[config.mk]
export PLATFORM = sky130hd
export DESIGN_NAME = irq_status_reg
export DESIGN_NICKNAME = d
export VERILOG_FILES = /design/src/rtl/irqsr_pkg.sv /design/src/rtl/irqsr_sticky_flag.sv /design/src/rtl/irqsr_level_flag.sv /design/src/rtl/irqsr_change_det.sv /design/src/rtl/irqsr_lock_gate.sv /design/src/rtl/irq_status_reg.sv
export SDC_FILE = /design/constraint.sdc
export NUM_CORES = 1
export LEC_CHECK = 0
export BUFFER_PORTS_ARGS = -buffer_cell sky130_fd_sc_hd__buf_2
export CORE_AREA = 4 4 41 43
export CTS_CLUSTER_SIZE = 12
export DETAILED_ROUTE_END_ITERATION = 6
export DIE_AREA = 0 0 45 47
export PLACE_DENSITY = 0.68
export SLEW_MARGIN = 20
export SYNTH_ARGS = -nofsm -noshare
export SYNTH_HDL_FRONTEND = slang
export SYNTH_SLANG_ARGS = --single-unit
export TNS_END_PERCENT = 30
[constraint.sdc]
create_clock -name clk -period 1.1 [get_ports clk]
set_input_delay 0.055 -clock clk [delete_from_list [all_inputs] [get_ports clk]]
set_output_delay 0.055 -clock clk [all_outputs]
set_load 0.1 [all_outputs]
[src/rtl/irqsr_pkg.sv]
package irqsr_pkg;

   typedef enum logic [1:0] {
      CK_STICKY = 2'd0,
      CK_LEVEL  = 2'd1
   } cell_kind_e;

   function automatic cell_kind_e kind_at(input int unsigned idx, input int unsigned level_pos);
      return (idx == level_pos) ? CK_LEVEL : CK_STICKY;
   endfunction

endpackage

[src/rtl/irqsr_sticky_flag.sv]
module irqsr_sticky_flag (
   input  logic clk,
   input  logic rst_n,
   input  logic set_i,
   input  logic clr_i,
   output logic q_o
);
   always_ff @(posedge clk or negedge rst_n) begin
      if (!rst_n) q_o <= 1'b0;
      else        q_o <= (q_o & ~clr_i) | set_i;
   end
endmodule

[src/rtl/irqsr_level_flag.sv]
module irqsr_level_flag (
   input  logic clk,
   input  logic rst_n,
   input  logic lvl_i,
   output logic q_o
);
   always_ff @(posedge clk or negedge rst_n) begin
      if (!rst_n) q_o <= 1'b0;
      else        q_o <= lvl_i;
   end
endmodule

[src/rtl/irqsr_change_det.sv]
module irqsr_change_det #(
   parameter bit INIT = 1'b0
) (
   input  logic clk,
   input  logic rst_n,
   input  logic lvl_i,
   output logic chg_o
);
   logic prev_q;

   always_ff @(posedge clk or negedge rst_n) begin
      if (!rst_n) prev_q <= INIT;
      else        prev_q <= lvl_i;
   end

   assign chg_o = lvl_i ^ prev_q;
endmodule

[src/rtl/irqsr_lock_gate.sv]
module irqsr_lock_gate (
   input  logic clk,
   input  logic rst_n,
   input  logic evt_i,
   input  logic release_i,
   output logic pass_o
);
   logic locked_q;

   assign pass_o = evt_i & ~locked_q;

   always_ff @(posedge clk or negedge rst_n) begin
      if (!rst_n) locked_q <= 1'b0;
      else        locked_q <= (locked_q & ~release_i) | pass_o;
   end
endmodule

[src/rtl/irq_status_reg.sv]
module irq_status_reg #(
   parameter int unsigned N_GEN     = 2,
   parameter bit          SYNC_INIT = 1'b0,
   localparam int unsigned W        = N_GEN + 6
) (
   input  logic             clk,
   input  logic             rst_n,
   input  logic             rd_stb,
   input  logic             tick_evt,
   input  logic             sigq_nonempty,
   input  logic             cmd_done_evt,
   input  logic             mon_evt,
   input  logic             sync_state,
   input  logic             miss_evt,
   input  logic             detail_rd,
   input  logic [N_GEN-1:0] gen_evt,
   output logic [W-1:0]     rd_data,
   output logic             irq
);
   import irqsr_pkg::*;

   localparam int unsigned P_TMR  = W - 1;
   localparam int unsigned P_SQ   = W - 2;
   localparam int unsigned P_CMD  = W - 3;
   localparam int unsigned P_MON  = W - 4;
   localparam int unsigned P_SYNC = W - 5;
   localparam int unsigned P_MISS = W - 6;

   generate
      if (N_GEN < 1 || N_GEN > 24) begin : g_bad_ngen
         $error("irq_status_reg: N_GEN must lie in 1..24");
      end
   endgenerate

   logic         sync_chg;
   logic         miss_pass;
   logic [W-1:0] set_v;
   logic [W-1:0] q_v;

   irqsr_change_det #(.INIT(SYNC_INIT)) u_sync_det (
      .clk   (clk),
      .rst_n (rst_n),
      .lvl_i (sync_state),
      .chg_o (sync_chg)
   );

   irqsr_lock_gate u_miss_gate (
      .clk       (clk),
      .rst_n     (rst_n),
      .evt_i     (miss_evt),
      .release_i (detail_rd),
      .pass_o    (miss_pass)
   );

   always_comb begin
      set_v              = '0;
      set_v[P_TMR]       = tick_evt;
      set_v[P_SQ]        = sigq_nonempty;
      set_v[P_CMD]       = cmd_done_evt;
      set_v[P_MON]       = mon_evt;
      set_v[P_SYNC]      = sync_chg;
      set_v[P_MISS]      = miss_pass;
      set_v[N_GEN-1:0]   = gen_evt;
   end

   generate
      for (genvar b = 0; b < W; b++) begin : g_bit
         if (kind_at(b, P_SQ) == CK_LEVEL) begin : g_level
            irqsr_level_flag u_flag (
               .clk   (clk),
               .rst_n (rst_n),
               .lvl_i (set_v[b]),
               .q_o   (q_v[b])
            );
         end else begin : g_sticky
            irqsr_sticky_flag u_flag (
               .clk   (clk),
               .rst_n (rst_n),
               .set_i (set_v[b]),
               .clr_i (rd_stb),
               .q_o   (q_v[b])
            );
         end
      end
   endgenerate

   assign rd_data = q_v;
   assign irq     = |q_v;

endmodule

==> impl_metrics.csv, run 1 <==
group,metric,value,unit
critical_path,crit_path_max_fanout,2,
clock_network,post_cts_setup_buffers,0,
route,avgRoutedWirePerCell,10.9,um
run_status,run_status,"finished, violations left",
logic_synthesis,yosysWarningCount,0,
critical_path,r2r_cells,2,
critical_path,critical_path.startpoint_type,"flop",
layout,ff_latch_area,250,um^2
route,total_number_of_vias,347,
logic_synthesis,synth.top_cell.area_share,61.5,%
layout,area_taken_by_multi_input_logic_gates,104,um^2
min_path,worstHoldStart,"miss_evt",
layout,most_common_cell_after_layout_fill_and_taps_aside,"sky130_fd_sc_hd__buf_2",
critical_path,worstReg2RegStart,"g_bit[2].g_sticky.u_flag.q_o$_DFF_PN0_",
grt,grt_first_pass_wirelength,1.58,mm
route,route.detailed.drc,0,
placement,placement.io_buffers,20,
die,die_x,45,um
logic_synthesis,synthCells,33,
placement,place.gp.congestion,0.689,
run,drv_cap,0,
timing,final.min_clock_period,1.26,ns
critical_path,arrival,1.21,ns
layout,most-common-layout-cells,"sky130_fd_sc_hd__buf_2 (11), sky130_fd_sc_hd__dfrtp_1 (10), sky130_fd_sc_hd__dlygate4sd3_1 (9)",
clock_network,root_buffer,"sky130_fd_sc_hd__clkbuf_4",
layout,fillerInstances,118,
timing,fmax,792,MHz
clock_network,cts-htree-levels,1,
logic_synthesis,syn-mean-instance-area,12.3,um^2
timing,layout_setup_ws,-0.163,ns
timing,worst_slew_pin_slew,0.233,ns
timing,timing.max_slew.rel_slack,84.4,%
logic_synthesis,synth.top_cells.by_area,"sky130_fd_sc_hd__dfrtp_1 (62%), sky130_fd_sc_hd__buf_4 (15%), sky130_fd_sc_hd__a21o_1 (9.2%)",
clock_network,numCtsBuffers,3,
grt,number_of_antenna_violations_at_the_first_check_in_global_routing,0,
clock_network,tritoncts,"yes",
route,final_routed_wirelength,872,um
layout,final_net_count,79,
route,drt_first_iter_violations,2,
critical_path,timing.reg2reg.setup_slack,0.26,ns
pwr,total_leakage_power,0.384,nW
logic_synthesis,post_synthesis_net_count,45,
min_path,timing.hold.worst_path_depth,2,
placement,detailed_place.area,661,um^2
die,floorplan.initialDensity,31.3,%
pwr,powerDensity,1390,nW/um^2
timing,grt_setup_unrepaired,"true",
timing,post-route-period-util,115,%
layout,area_growth_syn_to_layout,91.7,%
clock_network,clockBufferDepth,2,
critical_path,worstReg2RegEnd,"g_bit[2].g_sticky.u_flag.q_o$_DFF_PN0_",
grt,globalRoute.totalOverflow,0,
pwr,total_power,1.08,mW
route,via_per_inst,4.34,
die,core_area,1300,um^2
die,die_area,2120,um^2
grt,globalRouteTotalUtil,10.7,%
timing,final-hold-violation-count,0,
timing,whs,0.0505,ns
grt,grt_pass1_vias,402,
placement,detailed_place_hpwl,696,um
clock_network,cts_num_sinks,10,
timing,timing.final.max_slew_violations,0,
critical_path,worst_ep_required_time,1.04,ns
min_path,worstHoldPathType,"primary input to flop",
timing,clock_skew,0.0000324,ns
grt,grt_max_degree,11,
logic_synthesis,synthesis.area,407,um^2
layout,drive_above_1_share,53.8,%
logic_synthesis,ys_ff_latch,10,
logic_synthesis,netlist.top_cell.by_area,"sky130_fd_sc_hd__dfrtp_1",
critical_path,timing.setup.critical_path_class,"flop to output pin",
clock_network,clkSlewWorstSetupHoldPaths,0.06,ns
route,drt-pass1-iter-count,2,
die,rows,13,
pwr,irDropWorstVdd,0.000879,V
min_path,hold_path_end,"g_bit[2].g_sticky.u_flag.q_o$_DFF_PN0_",
layout,antennaDiodeCount,0,
clock_network,worst_skew_pair.late_latency,0.25,ns
die,top_level_ports,21,
timing,report.final.setup_viol,1,
critical_path,end_kind,"output pin",
route,detail-route-antenna-nets,0,
layout,finish.instance_area,779,um^2
logic_synthesis,ys_seq_area_share,61.5,%
die,die_h,47,um
run_status,violated_checks,"setup timing",
logic_synthesis,synth.lib_cells_used.distinct,11,
## worst max-delay path, cell delays in order, from the launching register on
cell and delay [ns]:
sky130_fd_sc_hd__dfrtp_1 0.38, sky130_fd_sc_hd__nor4_2 0.30, sky130_fd_sc_hd__nand2_2 0.08, sky130_fd_sc_hd__buf_6 0.19
## where the power goes
| part | switching, mW | internal (mW) | total, mW |
|---|---|---|---|
| logic | 0.249 | 0.179 | 0.428 |
| clock network | 0.109 | 0.126 | 0.234 |
| registers | 0.0210 | 0.400 | 0.421 |
| total | 0.379 | 0.704 | 1.08 |
## repair_timing
action,4_1_cts,5_1_grt
resized for setup,2,0
endpoints found under the setup margin,1,1
hold endpoints to repair,18,0
hold buffers,9,0
## cells by family (layout without fill, tap and decap cells)
| family | after synthesis | after routing | share of synthesized area (%) |
|---|---|---|---|
| AND/OR/NAND/NOR | 4 | 4 | 4.92 |
| XOR/XNOR | 1 | 1 | 2.15 |
| AO/OA/AOI/OAI | 8 | 8 | 14.8 |
| buffers and inverters | 10 | 42 | 16.6 |
| flip-flops | 10 | 10 | 61.5 |
## cells in the mapped netlist
library cell,n
sky130_fd_sc_hd__inv_1,2
sky130_fd_sc_hd__dfrtp_1,10
sky130_fd_sc_hd__a21o_2,1
sky130_fd_sc_hd__a21o_1,5
sky130_fd_sc_hd__nor4_1,2
sky130_fd_sc_hd__a21oi_1,1
sky130_fd_sc_hd__buf_4,8
sky130_fd_sc_hd__a22o_1,1
sky130_fd_sc_hd__xor2_1,1
sky130_fd_sc_hd__nand2_1,1
sky130_fd_sc_hd__nor2_1,1
## final cells by class
| type | count | share of cell area (%) |
|---|---|---|
| Timing Repair Buffer | 37 | 48.3 |
| Sequential cell | 10 | 32.1 |
| Clock buffer | 3 | 2.89 |
| Multi-Input combinational cell | 13 | 13.3 |
| Tap cell | 15 | 2.41 |
| Inverter | 2 | 0.963 |
## flip-flops by register name (all words and copies together), names as in the netlist
signal                     cells
g_bit.g_level.u_flag.q_o       1
u_miss_gate.locked_q           1
u_sync_det.prev_q              1
g_bit.g_sticky.u_flag.q_o      7
## worst max-delay path by stage
stage	start	end	slack [ns]
6_report	g_bit[2].g_sticky.u_flag.q_o$_DFF_PN0_	irq	-0.16
4_1_cts	g_bit[2].g_sticky.u_flag.q_o$_DFF_PN0_	irq	-0.19
2_1_floorplan	g_bit[2].g_sticky.u_flag.q_o$_DFF_PN0_	irq	0.02
3_3_place_gp	g_bit[2].g_sticky.u_flag.q_o$_DFF_PN0_	irq	0.03
5_1_grt	g_bit[3].g_sticky.u_flag.q_o$_DFF_PN0_	irq	-0.25
3_5_place_dp	g_bit[2].g_sticky.u_flag.q_o$_DFF_PN0_	irq	0.009
## layer usage
metal / vias up / GRT usage [%] / share of wire (%)
met2: 18 / 18.4 / 51
met1: 158 / 10.9 / 38
li1: 169 / - / -
met3: 2 / 2.68 / 8.9
met5: - / 0 / 0
met4: 0 / 8.77 / 1.7
## through the flow
stage	std cells	setup TNS (ns)	setup slack (ns)	util (%)
global route	80	-0.248	-0.248	59.9
detailed placement	68	0	0.00942	50.8
CTS	80	-0.193	-0.193	59.9
global placement	68	0	0.0298	50.8
floorplan	33	0	0.0194	-
finish	80	-0.163	-0.163	59.9
Note: power is estimated with default switching activity, not from simulation.
==> run 2, diff against run 1 <==
BUFFER_PORTS_ARGS = -buffer_cell sky130_fd_sc_hd__clkbuf_2   (was -buffer_cell sky130_fd_sc_hd__buf_2)
==> run 2 against run 1 <==
  * The flow still finishes with violations (setup timing)
  * Non-clock buffer count shrank 1
  * Total power up 0.64%
  * Via count shrank 1.4%
  * Global-route usage is 0.11 points lower
  * Critical path depth did not move
  * Count of clock-buffer cells in the layout stayed put
  * Wire length decreased by 1.0%
  * Cell count fell by 1.3%
  * Largest cell class unchanged
  * Clock power rose by 2%
  * Sequential power up 2%
  * Sequential cell count unchanged
  * Die area did not move
==> impl_metrics.csv, run 2 (same netlist as run 1, synthesis figures left out) <==
group,metric,value,unit
die,die_x,45,um
pwr,cell_internal_pwr,702,uW
timing,post-route-period-util,117,%
die,core_area,1300,um^2
timing,timing.max_slew.rel_slack,83.7,%
layout,largest-register,"g_bit.g_sticky.u_flag.q_o",
die,top_level_ports,21,
layout,fillerInstances,122,
timing,worst_slew_pin_slew,0.245,ns
grt,grt_max_degree,11,
critical_path,timing.reg2reg.setup_slack,0.24,ns
critical_path,r2r_cells,2,
pwr,combinationalPowerShare,38.5,%
critical_path,worst_ep_required_time,1.04,ns
layout,layout.core_utilization,60.8,%
grt,globalRoute.totalOverflow,0,
run_status,violated_checks,"setup timing",
layout,area_taken_by_multi_input_logic_gates,113,um^2
route,via_per_inst,4.33,
run_status,run_status,"finished, violations left",
clock_network,cts-htree-levels,1,
layout,drive_above_1_share,54.7,%
die,die_h,47,um
grt,number_of_antenna_violations_at_the_first_check_in_global_routing,0,
critical_path,timing.setup.critical_path_class,"flop to output pin",
critical_path,end_kind,"output pin",
grt,grt_first_pass_wirelength,1.50,mm
pwr,seq_power_share,39.5,%
run,drv_cap,0,
timing,grt_setup_unrepaired,"true",
timing,report.final.setup_viol,1,
timing,layout_setup_ws,-0.183,ns
timing,final-hold-violation-count,0,
route,final_routed_wirelength,863,um
clock_network,worst_skew_pair.late_latency,0.26,ns
pwr,power.clock.fraction,22.0,%
min_path,worstHoldPathType,"primary input to flop",
placement,place.detailed.instances,66,
grt,grt_pass1_vias,356,
pwr,total_leakage_power,0.389,nW
route,drt_first_iter_violations,1,
route,detail-route-antenna-nets,0,
timing,timing.final.max_slew_violations,0,
die,rows,13,
die,die_area,2120,um^2
timing,final.min_clock_period,1.28,ns
layout,most-common-layout-cells,"sky130_fd_sc_hd__clkbuf_2 (11), sky130_fd_sc_hd__dfrtp_1 (9), sky130_fd_sc_hd__dlygate4sd3_1 (9), sky130_fd_sc_hd__buf_12 (9), sky130_fd_sc_hd__buf_4 (7)",
layout,final_net_count,78,
route,route.detailed.drc,0,
layout,number_of_flip_flops_in_the_largest_register,7,
critical_path,worstReg2RegEnd,"g_bit[3].g_sticky.u_flag.q_o$_DFF_PN0_",
layout,antennaDiodeCount,0,
clock_network,clkSlewWorstSetupHoldPaths,0.06,ns
clock_network,tritoncts,"yes",
route,total_number_of_vias,342,
clock_network,numCtsBuffers,3,
placement,detailed_place_hpwl,648,um
layout,most_common_cell_after_layout_fill_and_taps_aside,"sky130_fd_sc_hd__clkbuf_2",
critical_path,crit_path_max_fanout,2,
timing,clock_skew,0.000145,ns
critical_path,arrival,1.23,ns
min_path,timing.hold.worst_path_depth,2,
timing,fmax,780,MHz
critical_path,critical_path.startpoint_type,"flop",
layout,final-instance-count-excl-fill,79,
die,floorplan.initialDensity,31.3,%
pwr,powerDensity,1380,nW/um^2
grt,globalRouteTotalUtil,10.6,%
critical_path,worstReg2RegStart,"g_bit[3].g_sticky.u_flag.q_o$_DFF_PN0_",
pwr,irDropWorstVdd,0.000727,V
layout,area_growth_syn_to_layout,94.5,%
clock_network,root_buffer,"sky130_fd_sc_hd__clkbuf_4",
placement,place.gp.congestion,0.708,
pwr,power.share.switching,35.6,%
placement,placement.io_buffers,20,
route,avgRoutedWirePerCell,10.9,um
pwr,p_sw,388,uW
route,drt-pass1-iter-count,3,
clock_network,cts_num_sinks,10,
min_path,hold_path_end,"g_bit[2].g_sticky.u_flag.q_o$_DFF_PN0_",
min_path,worstHoldStart,"miss_evt",
clock_network,clockBufferDepth,2,
layout,ff_latch_area,251,um^2
==> run 2: what timing repair did <==
action | in CTS | in global routing
resized for setup | 0 | 2
pin swaps | 1 | 1
setup endpoints to repair | 1 | 1
hold buffers | 9 | 0
endpoints found under the hold margin | 18 | 0
buffers inserted | 0 | 1
==> run 2: worst max-delay path: stages, from the launching register on <==
cell	delay, ns
sky130_fd_sc_hd__dfrtp_2	0.42
sky130_fd_sc_hd__nor4_4	0.28
sky130_fd_sc_hd__nand2_2	0.09
sky130_fd_sc_hd__buf_12	0.17
==> run 2: worst max-delay path by stage <==
stage	startpoint	endpoint	slack, ns	depth (start not counted)
final	g_bit[7].g_sticky.u_flag.q_o$_DFF_PN0_	irq	-0.18	3
after global routing	g_bit[7].g_sticky.u_flag.q_o$_DFF_PN0_	irq	-0.26	3
after CTS	g_bit[2].g_sticky.u_flag.q_o$_DFF_PN0_	irq	-0.20	3
after detailed placement	g_bit[3].g_sticky.u_flag.q_o$_DFF_PN0_	irq	0.09	3
after global placement	g_bit[2].g_sticky.u_flag.q_o$_DFF_PN0_	irq	0.11	3
after floorplan	g_bit[2].g_sticky.u_flag.q_o$_DFF_PN0_	irq	0.02	2
==> run 2: power groups by stage <==
stage	Combinational [mW]	Sequential [mW]	Clock [mW]
3_5_place_dp	0.391	0.435	0
2_1_floorplan	0.251	0.428	0
6_report	0.420	0.430	0.239
4_1_cts	0.417	0.428	0.254
3_3_place_gp	0.389	0.431	0
5_1_grt	0.437	0.433	0.271
==> run 2: metal layers <==
layer	part of all wire, %	vias to the layer above	track usage, %	routed length [um]
met3	11	0	4.21	93
met2	46	16	15.0	401
met4	0	0	8.77	0
li1	-	168	-	-
met1	43	158	12.5	369
met5	0	-	0	0
==> run 2: metrics by stage <==
step / hold slack [ns] / setup WS [ns] / total power [mW] / setup TNS [ns] / area, um^2
2_1_floorplan: -0.241 / 0.0194 / 0.679 / 0 / 422
3_3_place_gp: -0.0739 / 0.110 / 0.820 / 0 / 661
3_5_place_dp: -0.0666 / 0.0947 / 0.826 / 0 / 661
4_1_cts: 0.0250 / -0.204 / 1.10 / -0.204 / 773
5_1_grt: 0.0266 / -0.264 / 1.14 / -0.264 / 791
6_report: 0.0319 / -0.183 / 1.09 / -0.183 / 791
==> run 2: layout make-up <==
cell class	instances	share of cell area, %
clock buffers	3	2.85
inverters	2	0.949
multi-input cells	13	14.2
flip-flops and latches	10	31.8
well taps	15	2.37
repair buffers	36	47.8
==> run 3, diff against run 2 <==
CORE_AREA = 2 2 39 41   (was 4 4 41 43)
DIE_AREA = 0 0 41 43   (was 0 0 45 47)
PLACE_DENSITY = 0.7   (was 0.68)
TNS_END_PERCENT = default   (was 30)
clock period = 1.18 ns   (was 1.1 ns; I/O delays follow)
==> run 3 against run 2 <==
  * The flow still finishes with violations (setup timing)
  * Sequential cell count unchanged
  * Die area decreased by 17%
  * Combinational power decreased by 9.5%
  * Via count decreased by 0.29%
  * Non-clock buffer count decreased by 3
  * First-iteration DRC count increased to 4.0 times the previous value
  * Register-to-register slack improved by 0.10 ns
  * Total power increased by 0.86%
  * Clock skew about the same
==> impl_metrics.csv, run 3 (same netlist as run 1, synthesis figures left out) <==
group,metric,value,unit
die,core_area,1380,um^2
run_status,run_status,"finished, violations left",
pwr,power.share.switching,34.9,%
timing,final-hold-violation-count,0,
clock_network,root_buffer,"sky130_fd_sc_hd__clkbuf_4",
critical_path,timing.reg2reg.setup_slack,0.34,ns
route,drt_first_iter_violations,4,
route,via_per_inst,4.37,
critical_path,crit_path_max_fanout,3,
critical_path,critical_path.startpoint_type,"flop",
critical_path,worstReg2RegEnd,"g_bit[2].g_sticky.u_flag.q_o$_DFF_PN0_",
route,total_number_of_vias,341,
clock_network,tritoncts,"yes",
placement,place.gp.congestion,0.688,
min_path,hold_path_end,"g_bit[2].g_sticky.u_flag.q_o$_DFF_PN0_",
critical_path,timing.critical_path.max_delay_family,"flip-flops",
layout,drive_above_1_share,51.6,%
layout,fillerInstances,116,
run,drv_cap,0,
timing,timing.max_slew.rel_slack,83.2,%
critical_path,worstReg2RegStart,"g_bit[2].g_sticky.u_flag.q_o$_DFF_PN0_",
clock_network,cts_num_sinks,10,
layout,number_of_flip_flops_in_the_largest_register,7,
min_path,timing.hold.worst_path_depth,2,
pwr,power.clock.fraction,28.9,%
die,rows,14,
die,die_h,43,um
die,floorplan.initialDensity,29.4,%
clock_network,clkSlewWorstSetupHoldPaths,0.07,ns
grt,number_of_antenna_violations_at_the_first_check_in_global_routing,0,
pwr,combinationalPowerShare,34.6,%
clock_network,cts-htree-levels,1,
layout,most-common-layout-cells,"sky130_fd_sc_hd__clkbuf_2 (11), sky130_fd_sc_hd__dfrtp_1 (10), sky130_fd_sc_hd__dlygate4sd3_1 (9), sky130_fd_sc_hd__buf_12 (9), sky130_fd_sc_hd__a21o_1 (5)",
min_path,worstHoldPathType,"primary input to flop",
critical_path,end_kind,"output pin",
critical_path,path_cells,"nor4_2 > nand2_2 > buf_12",
grt,grt_max_degree,11,
critical_path,crit_slowest_cell,"sky130_fd_sc_hd__dfrtp_1",
min_path,worstHoldStart,"miss_evt",
layout,most_common_cell_after_layout_fill_and_taps_aside,"sky130_fd_sc_hd__clkbuf_2",
route,avgRoutedWirePerCell,12.5,um
critical_path,count_of_buffer_and_inverter_cells_on_the_critical_path,1,
timing,clock_skew,0.000379,ns
grt,globalRouteTotalUtil,13.7,%
pwr,cell_internal_pwr,715,uW
route,route.detailed.drc,0,
pwr,p_sw,384,uW
placement,placement.io_buffers,20,
timing,grt_setup_unrepaired,"true",
critical_path,timing.setup.critical_path_class,"flop to output pin",
clock_network,clockBufferDepth,2,
grt,grt_pass1_vias,350,
grt,grt_first_pass_wirelength,1.50,mm
placement,pre_cts_ws,0.0724,ns
grt,globalRoute.totalOverflow,0,
critical_path,critical_path.max_stage_delay,0.44,ns
route,drt-pass1-iter-count,3,
timing,layout_setup_ws,-0.152,ns
route,final_routed_wirelength,974,um
run_status,violated_checks,"setup timing",
critical_path,r2r_cells,2,
layout,largest-register,"g_bit.g_sticky.u_flag.q_o",
die,die_x,41,um
die,die_area,1760,um^2
layout,final_net_count,75,
clock_network,worst_skew_pair.late_latency,0.27,ns
timing,worst_slew_pin_slew,0.251,ns
placement,detailed_place_hpwl,637,um
layout,area_growth_syn_to_layout,90.2,%
timing,report.final.setup_viol,1,
pwr,irDropWorstVdd,0.000624,V
clock_network,numCtsBuffers,3,
pwr,total_leakage_power,0.380,nW
timing,final.min_clock_period,1.33,ns
pwr,total_power,1.10,mW
pwr,seq_power_share,36.5,%
layout,antennaDiodeCount,0,
pwr,powerDensity,1420,nW/um^2
timing,timing.final.max_slew_violations,0,
critical_path,arrival,1.27,ns
critical_path,worst_ep_required_time,1.12,ns
route,detail-route-antenna-nets,0,
timing,fmax,751,MHz
timing,post-route-period-util,113,%
die,top_level_ports,21,
==> run 3: layout make-up <==
type                    instances  area (um^2)  area share, %
repair buffers                 33          355           46.0
flip-flops and latches         10          250           32.4
multi-input cells              13          104           13.4
clock buffers                   4         36.3           4.69
well taps                      16         20.0           2.59
inverters                       2         7.51          0.971
==> run 3: power groups by stage <==
stage	registers [mW]	logic, mW	clock network [mW]
after detailed placement	0.403	0.356	0
final	0.402	0.380	0.318
after floorplan	0.395	0.233	0
after global routing	0.406	0.394	0.330
after CTS	0.401	0.381	0.324
after global placement	0.401	0.353	0
==> run 3: worst max path at each step <==
stage / from / endpoint / slack [ns] / depth (start not counted)
floorplan: g_bit[3].g_sticky.u_flag.q_o$_DFF_PN0_ / irq / 0.06 / 2
global placement: g_bit[6].g_level.u_flag.q_o$_DFF_PN0_ / irq / 0.10 / 3
detailed placement: g_bit[5].g_sticky.u_flag.q_o$_DFF_PN0_ / irq / 0.07 / 3
CTS: g_bit[5].g_sticky.u_flag.q_o$_DFF_PN0_ / irq / -0.15 / 3
global route: g_bit[0].g_sticky.u_flag.q_o$_DFF_PN0_ / irq / -0.17 / 3
finish: g_bit[5].g_sticky.u_flag.q_o$_DFF_PN0_ / irq / -0.15 / 3
==> run 3: stage by stage <==
stage	instance area, um^2	TNS, ns	hold WS [ns]	cells	utilization (%)
after global placement	634	0	-0.0710	65	45.8
final	773	-0.152	0.0317	78	55.9
after floorplan	409	0	-0.237	33	-
after detailed placement	634	0	-0.0634	65	45.8
after CTS	773	-0.151	0.0257	78	55.9
after global routing	773	-0.171	0.0451	78	55.9
==> run 3: routing by layer <==
metal,vias up,share of wire (%),global-route usage [%]
li1,161,-,-
met1,164,39,15.6
met2,14,55,20.9
met3,2,4.2,3.14
met4,0,1.7,10.0
met5,-,0,0
==> run 3: timing repair <==
item / in CTS / in global routing
gates resized for setup: 2 / 0
pin swaps: 1 / 1
hold buffers: 9 / 0
endpoints found under the hold margin: 18 / 0
buffers inserted: 0 / 0
gates cloned: 0 / 0
endpoints found under the setup margin: 1 / 1
